<file path="src/rtl/nemu_pkg.sv">
package nemu_pkg;
   typedef enum logic [1:0] {
      CAP_NONE  = 2'b00,
      CAP_LEFT  = 2'b01,
      CAP_RIGHT = 2'b10,
      CAP_BOTH  = 2'b11
   } cap_e;

   typedef enum logic [2:0] {
      SRC_KEEP = 3'd0,
      SRC_ZERO = 3'd1,
      SRC_ONE  = 3'd2,
      SRC_EXT  = 3'd3,
      SRC_NAND = 3'd4
   } src_e;

   localparam int CAP_W = 2;
   localparam int SRC_W = 3;
endpackage

</file>
<file path="src/rtl/nemu_store.sv">
module nemu_store #(
   parameter int DEPTH = 880
) (
   input  logic clk,
   input  logic rst,
   input  logic din,
   output logic head,
   output logic second,
   output logic tail
);
   localparam int LAST = DEPTH - 1;

   generate
      if (DEPTH < 2) begin : g_bad_depth
         $error("nemu_store: DEPTH must be at least 2");
      end else begin : g_ring
         logic [LAST:0] ring;

         always_ff @(posedge clk) begin
            if (rst) ring <= '0;
            else     ring <= {ring[LAST-1:0], din};
         end

         assign head   = ring[0];
         assign second = ring[1];
         assign tail   = ring[LAST];
      end
   endgenerate
endmodule

</file>
<file path="src/rtl/nemu_operands.sv">
module nemu_operands
   import nemu_pkg::*;
(
   input  logic             clk,
   input  logic             rst,
   input  logic [CAP_W-1:0] cap,
   input  logic             tap,
   output logic             op_l,
   output logic             op_r,
   output logic             nand_o
);
   logic [1:0] ops;

   generate
      for (genvar i = 0; i < 2; i++) begin : g_op
         always_ff @(posedge clk) begin
            if (rst)         ops[i] <= 1'b0;
            else if (cap[i]) ops[i] <= tap;
         end
      end
   endgenerate

   assign op_l   = ops[0];
   assign op_r   = ops[1];
   assign nand_o = ~(ops[0] & ops[1]);
endmodule

</file>
<file path="src/rtl/nemu_wsel.sv">
module nemu_wsel
   import nemu_pkg::*;
(
   input  logic [SRC_W-1:0] src,
   input  logic             tap,
   input  logic             nand_i,
   input  logic             ext,
   output logic             wbit
);
   always_comb begin
      unique case (src)
         SRC_ZERO: wbit = 1'b0;
         SRC_ONE:  wbit = 1'b1;
         SRC_EXT:  wbit = ext;
         SRC_NAND: wbit = nand_i;
         default:  wbit = tap;
      endcase
   end
endmodule

</file>
<file path="src/rtl/nand_emu_engine.sv">
module nand_emu_engine
   import nemu_pkg::*;
#(
   parameter int DEPTH = 880
) (
   input  logic             clk,
   input  logic             rst,
   input  logic [CAP_W-1:0] cap_sel,
   input  logic [SRC_W-1:0] src_sel,
   input  logic             ext_in,
   output logic             tap_out,
   output logic             nand_out
);
   logic st_head, st_second, st_tail;
   logic op_left, op_right, nand_w;
   logic wbit;

   nemu_store #(.DEPTH(DEPTH)) u_store (
      .clk(clk), .rst(rst), .din(wbit),
      .head(st_head), .second(st_second), .tail(st_tail)
   );

   nemu_operands u_ops (
      .clk(clk), .rst(rst), .cap(cap_sel), .tap(st_tail),
      .op_l(op_left), .op_r(op_right), .nand_o(nand_w)
   );

   nemu_wsel u_wsel (
      .src(src_sel), .tap(st_tail), .nand_i(nand_w),
      .ext(ext_in), .wbit(wbit)
   );

   assign tap_out  = st_tail;
   assign nand_out = nand_w;
endmodule

</file>
<file path="config.mk">
export PLATFORM = sky130hd
export DESIGN_NAME = nand_emu_engine
export DESIGN_NICKNAME = d
export VERILOG_FILES = /design/src/rtl/nemu_pkg.sv /design/src/rtl/nemu_store.sv /design/src/rtl/nemu_operands.sv /design/src/rtl/nemu_wsel.sv /design/src/rtl/nand_emu_engine.sv
export SDC_FILE = /design/constraint.sdc
export NUM_CORES = 1
export LEC_CHECK = 0
export ABC_AREA = 1
export BUFFER_PORTS_ARGS = -buffer_cell sky130_fd_sc_hd__buf_4
export CAP_MARGIN = 20
export CORE_ASPECT_RATIO = 1.4
export CORE_UTILIZATION = 55
export CTS_CLUSTER_SIZE = 30
export DETAILED_ROUTE_END_ITERATION = 6
export PLACE_DENSITY = 0.71
export SETUP_SLACK_MARGIN = 0.1
export SKIP_CTS_REPAIR_TIMING = 1
export SYNTH_ARGS = -nofsm -noshare
export SYNTH_HDL_FRONTEND = slang
export SYNTH_SLANG_ARGS = --single-unit
export TNS_END_PERCENT = 30
</file>
<file path="constraint.sdc">
create_clock -name clk -period 2.05 [get_ports clk]
set_clock_uncertainty 0.05 [all_clocks]
set_input_delay 0.41 -clock clk [delete_from_list [all_inputs] [get_ports clk]]
set_output_delay 0.41 -clock clk [all_outputs]
set_load 0.02 [all_outputs]
</file>
After elaboration in Yosys (flattened, before gate mapping)
Cells that the tools add are included.
{"block": "word_totals", "register_bits": 882, "in_bits": 8, "out_inout_bits": 2, "elab_cells": 10}
{"block": "op_classes", "eq_ne": 4, "mux": 1, "bitwise_logic": 2}
{"op": "$eq 3x2->1 const B", "count": 2}
{"op": "$pmux 1 s4", "count": 1}
{"op": "$eq 3x1->1 const B", "count": 1}
{"op": "$eq 3x3->1 const B", "count": 1}
{"op": "$and 1x1->1", "count": 1}
{"op": "$not 1->1", "count": 1}

Longest topological paths before layout
Gate-level depths: netlist of run 1.
{"block": "depth", "depth_word": 3, "depth_mapped": 6}

Cells and area by module
A second synthesis of run 1 with hierarchy kept.
{"block": "unflattened", "cells_unflattened": 2761, "area_unflattened_um2": 24994.0}
{"mod": "nemu_store", "instances": 1, "cells_each": 2738, "area_each_um2": 24857.6, "seq_area_each_um2": 17616.9}
{"mod": "nemu_operands", "instances": 1, "cells_each": 13, "area_each_um2": 86.3, "seq_area_each_um2": 40.0}
{"mod": "nemu_wsel", "instances": 1, "cells_each": 10, "area_each_um2": 50.0, "seq_area_each_um2": 0.0}

Least setup slack after synthesis of run 1
Ideal clock, no wire load.
{"block": "synth_timing", "kind": "in2reg", "startpoint": "in rst", "endpoint": "reg u_store.g_ring.ring[672]", "t_arrival_ps": 986, "required_ps": 1888, "path_slack_ps": 902, "stages": 5, "n_path_buf": 4, "cell_sequence": "buf_2 -> buf_6 -> buf_6 -> buf_6 -> nor2_1"}
{"item": "start: declaration", "line_no": "nand_emu_engine.sv:7", "rtl": "input logic rst,"}
{"item": "end signal: assignment", "line_no": "nemu_store.sv:21", "rtl": "else ring <= {ring[LAST-1:0], din};"}
{"item": "end: declaration", "line_no": "nemu_store.sv:17", "rtl": "logic [LAST:0] ring;"}
No word-level cell between the ends.

Worst setup path in the final report of run 1
{"block": "layout_timing", "startpoint": "reg u_ops.ops[0], in the netlist u_ops.op_l", "endpoint": "out nand_out"}
{"block": "layout_via", "elab_chain_cells": 2}
{"item": "start: declaration", "line_no": "nemu_operands.sv:12", "rtl": "logic [1:0] ops;"}
{"item": "start signal: indexed assignment", "line_no": "nemu_operands.sv:18", "rtl": "else if (cap[i]) ops[i] <= tap;"}
{"item": "$and 1x1->1", "line_no": "nemu_operands.sv:25", "rtl": "assign nand_o = ~(ops[0] & ops[1]);"}
{"item": "$not 1->1", "line_no": "nemu_operands.sv:25"}
{"item": "end: declaration", "line_no": "nand_emu_engine.sv:12", "rtl": "output logic nand_out"}
No other way between the ends.

==> results of run 1 <==
==> synthesized netlist by cell type, drive strengths merged <==
cell	count
inv	883
nor2	883
dfxtp	882
buf	98
nand2	7
a21oi	3
o21ai	2
==> worst register-to-register path, delay by kind of cell, from the launching register on <==
family | cells | cell delay, ps
flops | 1 | 330
simple gates | 5 | 370
==> worst paths after layout <==
path                                            endpoint                      from  cells after the start
worst min-delay path              u_store.g_ring.ring[0]                src_sel[2]                      4
worst max-delay path                            nand_out                u_ops.op_l                      2
worst max register to register    u_store.g_ring.ring[0]                u_ops.op_l                      5
worst min register to register  u_store.g_ring.ring[456]  u_store.g_ring.ring[455]                      2
==> where the power goes <==
group / switching (mW) / internal [mW] / leakage, nW
logic: 0.258 / 0.0906 / 2.46
registers: 0.00168 / 17.1 / 7.10
clock network: 5.91 / 8.49 / 1.25
==> cell families after synthesis <==
kind of cell	after synthesis	synth area share, %
buffers and inverters	981	15.83
and+or+nand+nor	890	13.37
DFF	882	70.69
AOI/OAI and AO/OA	5	0.1002
==> layer usage <==
metal	routed length [µm]	part of all wire, %
met1	13990	47
met2	14120	47
met3	930	3.1
met4	704	2.4
met5	0	0
==> through the flow <==
step | worst slack (ps) | total power, mW
final | 418.8 | 31.88
after global routing | 382.9 | 33.01
after CTS | 405.5 | 32.30
after detailed placement | 588.3 | 17.88
after global placement | 599.1 | 17.87
after floorplan | 902.2 | 17.82
==> cell type report <==
type                            count  area, µm²
Sequential cell                   882      17660
Fill cell                        3579      16820
Multi-Input combinational cell    895       3366
Inverter                          883       3314
Clock buffer                      109       2187
Tap cell                          564      705.7
Timing Repair Buffer               34      467.9
Clock inverter                     26      377.9
==> registers in the layout, summed over array words and instances (netlist names) <==
register             cells
u_ops.op_r               1
u_ops.op_l               1
u_store.g_ring.ring    880
==> impl_metrics.json, run 1 <==
{
  "first_pass_iters": 5,
  "cts_buffer_depth": 3,
  "met2_usage_pct": 23.98,
  "io_pins": 10,
  "startpoint_type": "register",
  "drv_cap": 0,
  "tns_ps": 0,
  "synth_fp_nets": 2766,
  "initial_core_util_pct": 55.64,
  "fmax_mhz": 613.0,
  "ys.warnings.count": 0,
  "drv_slew": 0,
  "final_cells": 3393,
  "yosysTopAreaCell": "dfxtp_1",
  "layout_common_cells": "nor2_1, inv_1, dfxtp_1",
  "critPathMaxStageDelay_ps": 330,
  "ant_nets": 0,
  "root_buffer": "clkbuf_16",
  "wirelength_mm": 29.75,
  "critPathSlowestCell": "dfxtp_1",
  "synthCells": 2758,
  "crit_buf_inv": 1,
  "cp_max_fo": 2,
  "met3_usage_pct": 2.884,
  "clk_pin_slew_worst_paths_ps": 60,
  "fin_area_um2": 28080,
  "finalCriticalPeriod_ps": 1631,
  "cp.arrival_ps": 1170,
  "avgViaCountPerCell": 4.041,
  "required_ps": 1590,
  "postPlaceCellArea_um2": 25490,
  "timing.hold.ws_ps": 82.42,
  "top_usage_layer": "met2",
  "syn_area_per_cell_um2": 9.056,
  "rsz0062_at_grt": "false",
  "vias": 13710,
  "final-setup-viol-count": 0,
  "antenna_found_initial": 0,
  "drt_iter0_drc": 664,
  "cts_made_buffers": 75,
  "dp_hpwl_mm": 16.17,
  "antenna_cells": 0,
  "dp.cells": 3256,
  "wire_per_inst_um": 8.767,
  "h-tree-depth": 3,
  "max-slew-margin-rel_pct": 67.21,
  "hold_path_class": "in -> reg",
  "grt_first_pass_wirelength_mm": 54.05,
  "ir_worst_vdd_uv": 663.8,
  "grt_max_degree": 130,
  "io_buffers": 9,
  "tritoncts": "done",
  "rows": 92,
  "die_y_um": 254.2,
  "end_kind": "output port",
  "syn2layout_area_growth_pct": 12.40,
  "ys_types": 9,
  "syn_area_um2": 24980,
  "grt_pass1_vias": 13240,
  "finalHoldViolCount": 0,
  "grt_util_met1_pct": 15.89,
  "reg2reg_slack_ps": 1200,
  "core_area_um2": 44890,
  "ys_top_cells_by_area": "dfxtp_1, nor2_1, inv_1",
  "status": "completed",
  "synth_top_area_share_pct": 70.69,
  "clock_latency_ps": 590,
  "die_x_um": 182.1,
  "p_leak_nw": 10.82,
  "ys_seq_elements": 882,
  "die_area_um2": 46280,
  "drive_above_1_share_pct": 5.302,
  "overflow": 0,
  "cp_top_family": "flip-flops",
  "synth.yosys.seq_area_share_pct": 70.69,
  "crit_chain": "nand2_1, buf_4",
  "p_per_area_nw_per_um2": 1136,
  "grt_use_total_pct": 13.61,
  "gp_congestion": 0.7067,
  "path_class": "reg -> out",
  "mostFrequentLayoutCell": "nor2_1",
  "finalNetCount": 2779,
  "post-route-period-util_pct": 79.57,
  "cts.sinks": 882,
  "final_core_util_pct": 62.54,
  "worstMarginPinSlew_ps": 491.8,
  "drc": 0
}
(Power assumes the default switching activity.)
==> inputs of run 2 (changes only) <==
--- a/config.mk
+++ b/config.mk
@@ -12,7 +12,7 @@
 export CORE_UTILIZATION = 55
 export CTS_CLUSTER_SIZE = 30
 export DETAILED_ROUTE_END_ITERATION = 6
-export PLACE_DENSITY = 0.71
+export PLACE_DENSITY = 0.73
 export SETUP_SLACK_MARGIN = 0.1
 export SKIP_CTS_REPAIR_TIMING = 1
 export SYNTH_ARGS = -nofsm -noshare
==> constraint.sdc (replaced) <==
create_clock -name clk -period 1.4 [get_ports clk]
set_clock_uncertainty 0.05 [all_clocks]
set_input_delay 0.28 -clock clk [delete_from_list [all_inputs] [get_ports clk]]
set_output_delay 0.28 -clock clk [all_outputs]
set_load 0.02 [all_outputs]
==> impl_metrics.json, run 2 (synthesized netlist as in run 1, its figures left out) <==
{
  "overflow": 0,
  "drc": 0,
  "fmax_mhz": 685.8,
  "startpoint_type": "register",
  "p_per_area_nw_per_um2": 1638,
  "io_pins": 10,
  "critPathSlowestCell": "dfxtp_2",
  "die_y_um": 254.2,
  "finalNetCount": 2795,
  "io_buffers": 9,
  "rows": 92,
  "path_class": "reg -> out",
  "cts.sinks": 882,
  "rsz0062_at_grt": "true",
  "r2r_cells": 5,
  "finalHoldViolCount": 0,
  "r2r_start": "u_store.g_ring.ring[879]",
  "grt_max_degree": 91,
  "drive_above_1_share_pct": 5.764,
  "regArea_um2": 17660,
  "cp_max_fo": 2,
  "required_ps": 1070,
  "end_kind": "output port",
  "mostFrequentLayoutCell": "nor2_1",
  "cp_top_family": "flip-flops",
  "dp.cells": 3268,
  "r2r-end": "u_store.g_ring.ring[0]",
  "tns_ps": -58.22,
  "first_pass_iters": 4,
  "wire_per_inst_um": 8.981,
  "multi_input_comb_area_um2": 3368,
  "cp.arrival_ps": 1130,
  "clock_latency_ps": 590,
  "largest_reg_flops": 880,
  "vias": 13750,
  "clk_pin_slew_worst_paths_ps": 60,
  "hold_depth": 5,
  "fin_ws_ps": -58.22,
  "crit_buf_inv": 1,
  "fill_cells": 3494,
  "max-slew-margin-rel_pct": 74.01,
  "antenna_found_initial": 0,
  "ir_worst_vdd_uv": 1128,
  "violations": "setup timing",
  "grt_first_pass_wirelength_mm": 55.46,
  "final_cells": 3409,
  "dp_slack_ps": 189.2,
  "antenna_cells": 0,
  "grt_use_total_pct": 14.08,
  "final-setup-viol-count": 1,
  "grt_pass1_vias": 13580,
  "registers.top_by_ff_count": "u_store.g_ring.ring",
  "wirelength_mm": 30.62,
  "core_area_um2": 44890,
  "dp_hpwl_mm": 17.19,
  "cts_made_buffers": 76,
  "drt_iter0_drc": 543,
  "tritoncts": "done",
  "status": "complete, but fails checks",
  "cts_buffer_depth": 3,
  "gp_congestion": 0.7114,
  "reg2reg_slack_ps": 430,
  "critPathMaxStageDelay_ps": 340,
  "worstHoldStart": "src_sel[1]",
  "post-route-period-util_pct": 104.2,
  "syn2layout_area_growth_pct": 12.85,
  "root_buffer": "clkbuf_16",
  "p_leak_nw": 10.89,
  "die_area_um2": 46280,
  "initial_core_util_pct": 55.64,
  "hold_path_class": "in -> reg",
  "path_depth": 2,
  "avgViaCountPerCell": 4.035,
  "h-tree-depth": 3,
  "crit_chain": "nand2_2, buf_6",
  "finalCriticalPeriod_ps": 1458,
  "ant_nets": 0,
  "die_x_um": 182.1,
  "final_core_util_pct": 62.79,
  "hold_end": "u_store.g_ring.ring[0]",
  "layout_common_cells": "nor2_1, inv_1, dfxtp_1",
  "drv_cap": 0,
  "timing.hold.ws_ps": 8.323,
  "drv_slew": 0,
  "worstMarginPinSlew_ps": 389.8
}
[run 2: cell types whose count changed in the layout (fill, tap and decap cells not counted), sizes merged]
cell,previous run,this run
inv,890,886
bufinv,8,4
clkbuf,109,116
dlygate4sd3,2,4
buf,32,45
clkinvlp,3,1
clkinv,8,12
[run 2: worst register-to-register path, delay by kind of cell (launching register included)]
family | cells | cell delay [ps]
simple gates | 3 | 230
flops | 1 | 340
buf+inv | 2 | 250
[run 2: layout make-up]
type	count	area share, %
Inverter	883	11.76
Multi-Input combinational cell	895	11.95
Clock inverter	20	0.8522
Timing Repair Buffer	49	2.237
Clock buffer	116	8.039
Tap cell	564	2.503
Sequential cell	882	62.66
[run 2: routing by layer]
metal  global-route usage, %  wire length (µm)  vias up
met5                       0                 0        -
met4                   5.378               679        0
met3                   3.384              1153       57
met2                   25.54             14550      108
met1                   15.94             14230     6164
li1                        -                 -     7425
[run 2: through the flow]
step / total power, mW / cell area [µm²]
6_report: 46.16 / 28190
5_1_grt: 47.87 / 28190
4_1_cts: 46.75 / 28120
3_5_place_dp: 26.22 / 25620
3_3_place_gp: 26.21 / 25620
2_1_floorplan: 26.10 / 24980
[run 2: power breakdown]
group          switching (mW)  total (mW)  internal, mW
logic                   0.391       0.562         0.171
registers             0.00388        25.1          25.1
clock network            8.54        20.5          12.0
[run 2: how the worst max path moves through the flow]
stage | from | endpoint | slack [ps]
after floorplan | rst | u_store.g_ring.ring[672] | 380
after global placement | rst | u_store.g_ring.ring[39] | 210
after CTS | u_store.g_ring.ring[879] | tap_out | -220
after detailed placement | rst | u_store.g_ring.ring[35] | 190
after global routing | u_ops.op_r | nand_out | -90
final | u_ops.op_r | nand_out | -60
